===== config.mk =====
export PLATFORM = sky130hd
export DESIGN_NAME = pair_predecoder
export DESIGN_NICKNAME = d
export VERILOG_FILES = /design/src/rtl/pp_pkg.sv /design/src/rtl/pp_pick.sv /design/src/rtl/pp_tally.sv /design/src/rtl/pair_predecoder.sv
export SDC_FILE = /design/constraint.sdc
export NUM_CORES = 1
export LEC_CHECK = 0
export BUFFER_PORTS_ARGS = -buffer_cell sky130_fd_sc_hd__buf_4
export CAP_MARGIN = 0
export CORE_MARGIN = 2
export CORE_UTILIZATION = 23
export DETAILED_ROUTE_END_ITERATION = 7
export PLACE_DENSITY_LB_ADDON = 0.25
export SYNTH_ARGS = -nofsm -noshare
export SYNTH_HDL_FRONTEND = slang
export SYNTH_SLANG_ARGS = --single-unit
export TNS_END_PERCENT = 5

===== constraint.sdc =====
create_clock -name clk -period 5.5 [get_ports clk]
set_input_delay 0 -clock clk [delete_from_list [all_inputs] [get_ports clk]]
set_output_delay 0 -clock clk [all_outputs]
set_load 0.005 [all_outputs]

===== src/rtl/pp_pkg.sv =====
package pp_pkg;
    typedef logic [1:0] pair_t;
    localparam int CAUSE_W   = 3;
    localparam int CAUSE_TAIL = 0;
    localparam int CAUSE_HIGH = 1;
    localparam int CAUSE_GAP  = 2;
endpackage


===== src/rtl/pp_pick.sv =====
module pp_pick
    import pp_pkg::*;
#(
    parameter int MW = 7
) (
    input  logic [4*MW-1:0] metrics,
    output pair_t           code,
    output logic [MW-1:0]   best,
    output logic [MW-1:0]   second
);
    logic [MW-1:0] cand;

    always_comb begin
        best   = '1;
        second = '1;
        code   = '0;
        cand   = '0;
        for (int c = 0; c < 4; c++) begin
            cand = metrics[c*MW +: MW];
            if (cand < best) begin
                second = best;
                best   = cand;
                code   = pair_t'(c);
            end else if (cand < second) begin
                second = cand;
            end
        end
    end
endmodule


===== src/rtl/pp_tally.sv =====
module pp_tally #(
    parameter int CW        = 5,
    parameter int HIT_LIMIT = 4
) (
    input  logic clk,
    input  logic rst_n,
    input  logic clear,
    input  logic bump,
    output logic over
);
    logic [CW-1:0] cnt_d, cnt_q;

    always_comb begin
        cnt_d = cnt_q;
        if (clear)     cnt_d = '0;
        else if (bump) cnt_d = cnt_q + 1'b1;
        over = int'(cnt_d) > HIT_LIMIT;
    end

    always_ff @(posedge clk or negedge rst_n) begin
        if (!rst_n) cnt_q <= '0;
        else        cnt_q <= cnt_d;
    end
endmodule


===== src/rtl/pair_predecoder.sv =====
module pair_predecoder
    import pp_pkg::*;
#(
    parameter int FRAME_BITS = 40,
    parameter int SW         = 6,
    parameter int MW         = 7,
    parameter int HIGH_THR   = 20,
    parameter int HIGH_LIMIT = 4,
    parameter int GAP_THR    = 12,
    parameter int GAP_LIMIT  = 7,
    parameter bit BACKWARD   = 1'b0
) (
    input  logic                  clk,
    input  logic                  rst_n,
    input  logic                  start,
    input  logic [SW-1:0]         start_state,
    input  logic                  in_valid,
    input  logic [4*MW-1:0]       metrics,
    output logic                  done,
    output logic                  fail,
    output logic [CAUSE_W-1:0]    fail_cause,
    output logic [FRAME_BITS-1:0] word
);
    localparam int PAIRS = FRAME_BITS / 2;
    localparam int IDX_W = $clog2(PAIRS);
    localparam int CNT_W = $clog2(PAIRS + 1);
    localparam logic [IDX_W-1:0] LAST_IDX = IDX_W'(PAIRS - 1);
    localparam logic [MW-1:0]    HIGH_T   = MW'(HIGH_THR);
    localparam logic [MW-1:0]    GAP_T    = MW'(GAP_THR);

    typedef struct packed {
        logic                  busy;
        logic [IDX_W-1:0]      idx;
        logic [SW-1:0]         st;
        logic [SW-1:0]         anchor;
        logic [FRAME_BITS-1:0] word;
        logic                  done;
        logic [CAUSE_W-1:0]    cause;
    } regs_t;

    regs_t r_d, r_q;

    pair_t           pick_code;
    logic [MW-1:0]   pick_best, pick_second;
    logic            step, high_over, gap_over;
    logic [SW-1:0]   st_step;
    logic [FRAME_BITS-1:0] word_step;

    pp_pick #(.MW(MW)) u_pick (
        .metrics (metrics),
        .code    (pick_code),
        .best    (pick_best),
        .second  (pick_second)
    );

    assign step = r_q.busy && in_valid && !start;

    pp_tally #(.CW(CNT_W), .HIT_LIMIT(HIGH_LIMIT)) u_high (
        .clk   (clk),
        .rst_n (rst_n),
        .clear (start),
        .bump  (step && (pick_best > HIGH_T)),
        .over  (high_over)
    );

    pp_tally #(.CW(CNT_W), .HIT_LIMIT(GAP_LIMIT)) u_gap (
        .clk   (clk),
        .rst_n (rst_n),
        .clear (start),
        .bump  (step && ((pick_second - pick_best) < GAP_T)),
        .over  (gap_over)
    );

    generate
        if (BACKWARD) begin : g_bwd
            assign st_step   = {pick_code, r_q.st[SW-1:2]};
            assign word_step = {pick_code, r_q.word[FRAME_BITS-1:2]};
        end else begin : g_fwd
            assign st_step   = {r_q.st[SW-3:0], pick_code};
            assign word_step = {r_q.word[FRAME_BITS-3:0], pick_code};
        end
    endgenerate

    always_comb begin
        r_d      = r_q;
        r_d.done = 1'b0;
        if (start) begin
            r_d.busy   = 1'b1;
            r_d.idx    = '0;
            r_d.st     = start_state;
            r_d.anchor = start_state;
        end else if (step) begin
            r_d.st   = st_step;
            r_d.word = word_step;
            if (r_q.idx == LAST_IDX) begin
                r_d.busy              = 1'b0;
                r_d.done              = 1'b1;
                r_d.cause[CAUSE_TAIL] = (st_step != r_q.anchor);
                r_d.cause[CAUSE_HIGH] = high_over;
                r_d.cause[CAUSE_GAP]  = gap_over;
            end else begin
                r_d.idx = r_q.idx + 1'b1;
            end
        end
    end

    always_ff @(posedge clk or negedge rst_n) begin
        if (!rst_n) r_q <= '0;
        else        r_q <= r_d;
    end

    assign done       = r_q.done;
    assign fail_cause = r_q.cause;
    assign fail       = |r_q.cause;
    assign word       = r_q.word;
endmodule


After elaboration in Yosys (flattened, before gate mapping)
Index checks and enable logic that the tools add are counted.
- register bits after elaboration: 70
- bits in latches: 0
- bits in writable memories: 0
- memory bits (read-only): 0
- bits of input ports: 38
- word-level logic and storage cells: 64
- memories: 0
- add/sub/neg operators: 4
- multipliers: 0
- div/mod/pow operators: 0
- order comparisons: 11
- equal/unequal tests: 3
- shift operators: 0
- mux-type cells: 24
- bitwise logic cells: 1
- reduce and logical (&&, ||, !) cells: 12
- operators by type and width (operator ; count):
    $mux 7 ; 10
    $lt 7x7->1 ; 5
    $mux 5 ; 5
    $mux 12 ; 2
    $add 5x1->5 const B ; 3
    $lt 7x7->1 const B ; 2
    $mux 4 ; 3
    $gt 5x3->1 const B ; 2
    $gt 7x5->1 const B ; 1
    $lt 7x4->1 const B ; 1
    $sub 7x7->7 ; 1
    $ne 6x6->1 ; 1
    $reduce_and 2->1 ; 3
    $eq 5x5->1 const B ; 1
    $logic_and 1x1->1 ; 4
    $mux 2 ; 2
    $reduce_bool 2->1 ; 2
    $reduce_and 3->1 ; 1
    $reduce_or 3->1 ; 1
    $mux 1 ; 2
    $ne 2x2->1 const B ; 1
    $logic_not 1->1 ; 1
    $not 1->1 ; 1

Depth between registers and ports, before layout
- word-level depth: 19
- depth in mapped cells: 39
- mapped depth without buffers: 36

Modules after synthesis
Synthesis repeated with hierarchy kept, for this count alone.
- cells, all modules: 488
- area total of the unflattened synthesis: 4948.5 µm²
- by module, submodules not included (module ; times used ; cells each ; area each (µm²) ; seq. area each (µm²)):
    pair_predecoder ; 1 ; 242 ; 2941.6 ; 1501.4
    pp_pick ; 1 ; 202 ; 1524.0 ; 0.0
    pp_tally at u_high ; 1 ; 24 ; 260.2 ; 125.1
    pp_tally at u_gap ; 1 ; 20 ; 222.7 ; 125.1

Worst setup path after synthesis
Ideal clock, no wire load.
- path kind: input to register
- from: in metrics[2]
- to: reg r_q, in the netlist fail_cause[2]
- library setup time: 0.141 ns
- arrival: 7.533 ns
- data required time: 5.359 ns
- slack: -2.175 ns
- cell stages on the path: 34
- buffers on the path: 4
- path through: inv_1 ha_1 clkinv_1 o311a_1 o21ai_4 clkbuf_1 mux2_2 inv_1 ha_1 a21o_1 a221o_1 a21oi_1 nand2_2 buf_2 clkbuf_1 o21ai_0 ha_1 a21o_1 a21o_1 a211o_1 or2_2 o31ai_1 clkbuf_1 nand2b_1 nand3_1 o21ai_0 ha_1 a21o_1 a21oi_1 o21ai_1 or4b_4 a31oi_1 mux2i_1 a41oi_1
- cells in the longest elaborated chain, start to end: 16
- elaborated cells between the ends (all ways): 21
- classes of those cells: add/sub (1); order compare (8); mux (11); reduce/logical (1)
- ends and longest elaborated chain (element ; RTL line ; source):
    start, declared ; pair_predecoder.sv:18 ; input logic [4*MW-1:0] metrics,
    $lt 7x7->1 ; pp_pick.sv:20, pp_pick.sv:24 ;
    $mux 7 * ; pp_pick.sv:20, pp_pick.sv:24 ;
    $lt 7x7->1 ; pp_pick.sv:20 ; if (cand < best) begin
    $mux 7 ; pp_pick.sv:20 ;
    $lt 7x7->1 ; pp_pick.sv:24 ; end else if (cand < second) begin
    $mux 7 ; pp_pick.sv:24 ;
    $mux 7 ; pp_pick.sv:20 ;
    $lt 7x7->1 ; pp_pick.sv:24 ;
    $mux 7 ; pp_pick.sv:24 ;
    $mux 7 ; pp_pick.sv:20 ;
    $sub 7x7->7 * ; pair_predecoder.sv:70 ; .bump (step && ((pick_second - pick_best) < GAP_T)),
    $lt 7x4->1 * ; pair_predecoder.sv:70 ;
    $logic_and 1x1->1 * ; pair_predecoder.sv:70 ;
    $mux 5 * ; pp_tally.sv:16 ; else if (bump) cnt_d = cnt_q + 1'b1;
    $mux 5 * ; pp_tally.sv:15 ; if (clear) cnt_d = '0;
    $gt 5x3->1 * ; pp_tally.sv:17 ; over = int'(cnt_d) > HIT_LIMIT;
    end signal, assigned ; pair_predecoder.sv:109 ; else r_q <= r_d;
    end, declared ; pair_predecoder.sv:41 ; regs_t r_d, r_q;
Every way passes the cells marked *; elsewhere a longest branch is shown, timed or not.
A chain may end at the register's enable or synchronous reset.

Worst setup path in the final report
- from: in metrics[5]
- to: reg r_q, in the netlist fail_cause[2]
The elaborated chain is that of the path after synthesis.

==> impl_metrics.yaml <==
run_status:
  outcome: "complete, but fails checks"
  violations: "negative setup slack"
pwr:
  seqPwrFrac_pct: 25.7
  p_int_mw: 1.66
  power_density_nw_per_um2: 324
  switching_share_pct: 33.2
  clockPowerShare_pct: 25.7
  power_switching_mw: 0.828
  power_mw: 2.49
  power.leakage_nw: 3.78
  pwr-share-comb_pct: 48.6
  ir_worst_vdd_uv: 163
yosys:
  synthCells: 625
  ys.flop_type: "dfrtp_1"
  synthTopCellsByArea: "dfrtp_1 34%, nand2_1 11%, ha_1 8.5%"
  synth_enable_flop_cells: 0
  synth_nets: 698
  yosysMostFrequentCell: "nand2_1"
  ys_types: 65
  yosys.area.top_type: "dfrtp_1"
  synth_top_area_share_pct: 34.0
  ys.warnings.count: 0
  yosys-top-cells-count: "146 x nand2_1, 70 x dfrtp_1, 47 x nor2_1, 43 x buf_4"
  synth_area_um2: 5150
  yosysSeqAreaShare_pct: 34.0
  ys_async_sr_fraction_pct: 100
  avgSynthCellArea_um2: 8.24
  ys_seq_elements: 70
detailed_routing:
  via_per_inst: 4.47
  wl_per_cell_um: 13.6
  drc: 0
  route.vias.total: 4873
  drt_iter0_markers: 252
  route.met3.wl_um: 585
  highest-signal-layer: "met4"
  ant_nets: 0
  wirelength_met1_um: 7660
  dr_wl_met2_um: 6480
  finalWirelength_um: 14800
  dr.pass1.iters: 4
grt:
  grt_max_degree: 71
  grt_use_total_pct: 12.2
  overflow: 0
  grt_pass1_wl_um: 23800
  first_global_vias: 4799
  antenna_found_initial: 0
sta:
  rsz0062_at_grt: "true"
  max_slew_margin_pct: 39.2
  tightest_slew_ps: 912
  fin_crit_sh_pct: 115
  setup_ws_ps: -833
  setup_viol: 8
  whs_ps: 73.4
  hold_viol: 0
  final.setup_skew_ps: 8.97
  fmax_ghz: 0.158
  fin_crit_ps: 6330
  slew_viol_final: 0
min_path:
  min_from: "start"
  min_to: "r_q[57]"
  hp-class: "primary input to flop"
  holdPathStages: 2
clock_network:
  clock_latency_ps: 330
  clkSinkCount: 70
  numCtsBuffers: 9
  cts_buffer_depth: 2
  cts_htree_levels: 3
  cts_tree: "yes"
  cts_root_buf: "clkbuf_16"
  clkTransAtPathRegs_ps: 60
placed_design:
  gp_congestion: 0.845
  numPortBuffers: 82
  place_ws_ps: -1300
  dp_hpwl_um: 10900
worst_setup_path:
  reg2reg_to: "fail_cause[1]"
  end_kind: "flop"
  path_common_cell: "a21o_1"
  crit_type: "primary input to flop"
  reg2reg_depth: 7
  crit_required_ps: 5760
  r2r_setup_slack_ps: 3520
  cp_slowest_cell: "or4b_4"
  r2r-start: "r_q[61]"
  path_max_fanout: 6
  critPathLaunchType: "primary input"
  worstPathArrival_ps: 6590
  critPathMaxStageDelay_ps: 560
floorplan:
  fp.dieH_um: 154
  start_util_pct: 23.5
  core-area_um2: 21900
  die_w_um: 154
  fp.dieArea_um2: 23600
  ios: 83
  rows: 54
final_layout:
  antennaDiodeCount: 0
  fin_nets: 877
  utilization_pct: 35.2
  drive_gt1_share_pct: 39.8
  syn2layout_area_growth_pct: 49.5
flow_run:
  drv_cap: 0
## stage by stage
step                      setup TNS, ps  instances  instance area (um2)
final                             -5120       1089                 7690
after global routing              -8740       1089                 7690
after CTS                         -5170       1069                 7330
after detailed placement          -9070       1034                 6760
after global placement            -8590       1034                 6760
after floorplan                   -6190        625                 5370
## power by group through the flow
stage / combinational [mW] / clock, mW / sequential, mW
after floorplan: 0.624 / 0 / 0.630
after global placement: 1.03 / 0 / 0.647
after detailed placement: 1.03 / 0 / 0.648
after CTS: 1.09 / 0.656 / 0.639
after global routing: 1.34 / 0.680 / 0.649
final: 1.21 / 0.640 / 0.639
## critical path, delay by kind of cell
family / cells / cell delay [ps]
AOI/OAI and AO/OA: 17 / 3410
and+or+nand+nor: 7 / 1290
adders and majority gates: 4 / 880
buffers and inverters: 6 / 680
muxes: 1 / 300
## cell type report
cell class / instances / area (um2)
Clock buffer: 11 / 253
Clock inverter: 5 / 81.3
Fill cell: 2274 / 14200
Inverter: 23 / 109
Multi-Input combinational cell: 467 / 3330
Sequential cell: 70 / 1750
Tap cell: 280 / 350
Timing Repair Buffer: 233 / 1820
## kinds of logic after synthesis
family | Yosys count | share of synthesized area [%]
AND/OR/NAND/NOR | 270 | 23.6
AO/OA/AOI/OAI | 121 | 16.5
XOR/XNOR | 15 | 2.55
multiplexers | 23 | 4.71
flip-flops | 70 | 34.0
adder cells (fa/ha/maj) | 37 | 8.89
buffers and inverters | 89 | 9.65
## placed cells by master, fill, tap and decap left out, types with 5 or more instances in the layout
cell / count
clkbuf_16: 10
xor2_1: 10
and2_1: 5
nand2_1: 144
or3_1: 6
buf_4: 212
inv_1: 17
a21oi_2: 8
nor2_1: 41
mux2i_1: 13
o21ai_1: 7
a21oi_1: 12
nand3_1: 12
nand2b_1: 7
dfrtp_1: 70
ha_1: 25
dlygate4sd3_1: 7
o21ai_0: 25
a21o_1: 13
nand4_1: 7
ha_4: 8
nand3b_1: 5
mux2_2: 5
nor2b_1: 7
buf_6: 9
## worst max-delay path by stage
stage / startpoint / to
global placement: metrics[2] / fail_cause[2]
CTS: metrics[5] / fail_cause[2]
detailed placement: metrics[2] / fail_cause[2]
floorplan: metrics[2] / fail_cause[2]
global route: metrics[5] / fail_cause[2]
finish: metrics[5] / fail_cause[2]
## metal layers
metal | up-vias | track usage (%)
li1 | 2481 | -
met1 | 2288 | 17.7
met2 | 95 | 19.2
met3 | 9 | 2.06
met4 | 0 | 2.27
met5 | - | 0
## timing repair
item,CTS,global route
gates resized for setup,22,49
gates cloned,1,2
hold endpoints to repair,80,0
hold buffers,7,0
pin swaps,11,43
setup endpoints to repair,7,12
setup buffers,11,18
## state kept, by name, summed over array words and instances (netlist names)
name,flops
done,1
word,40
u_high.cnt_q,5
fail_cause,3
r_q,16
u_gap.cnt_q,5
No activity file was read; power rests on OpenSTA's default activity.
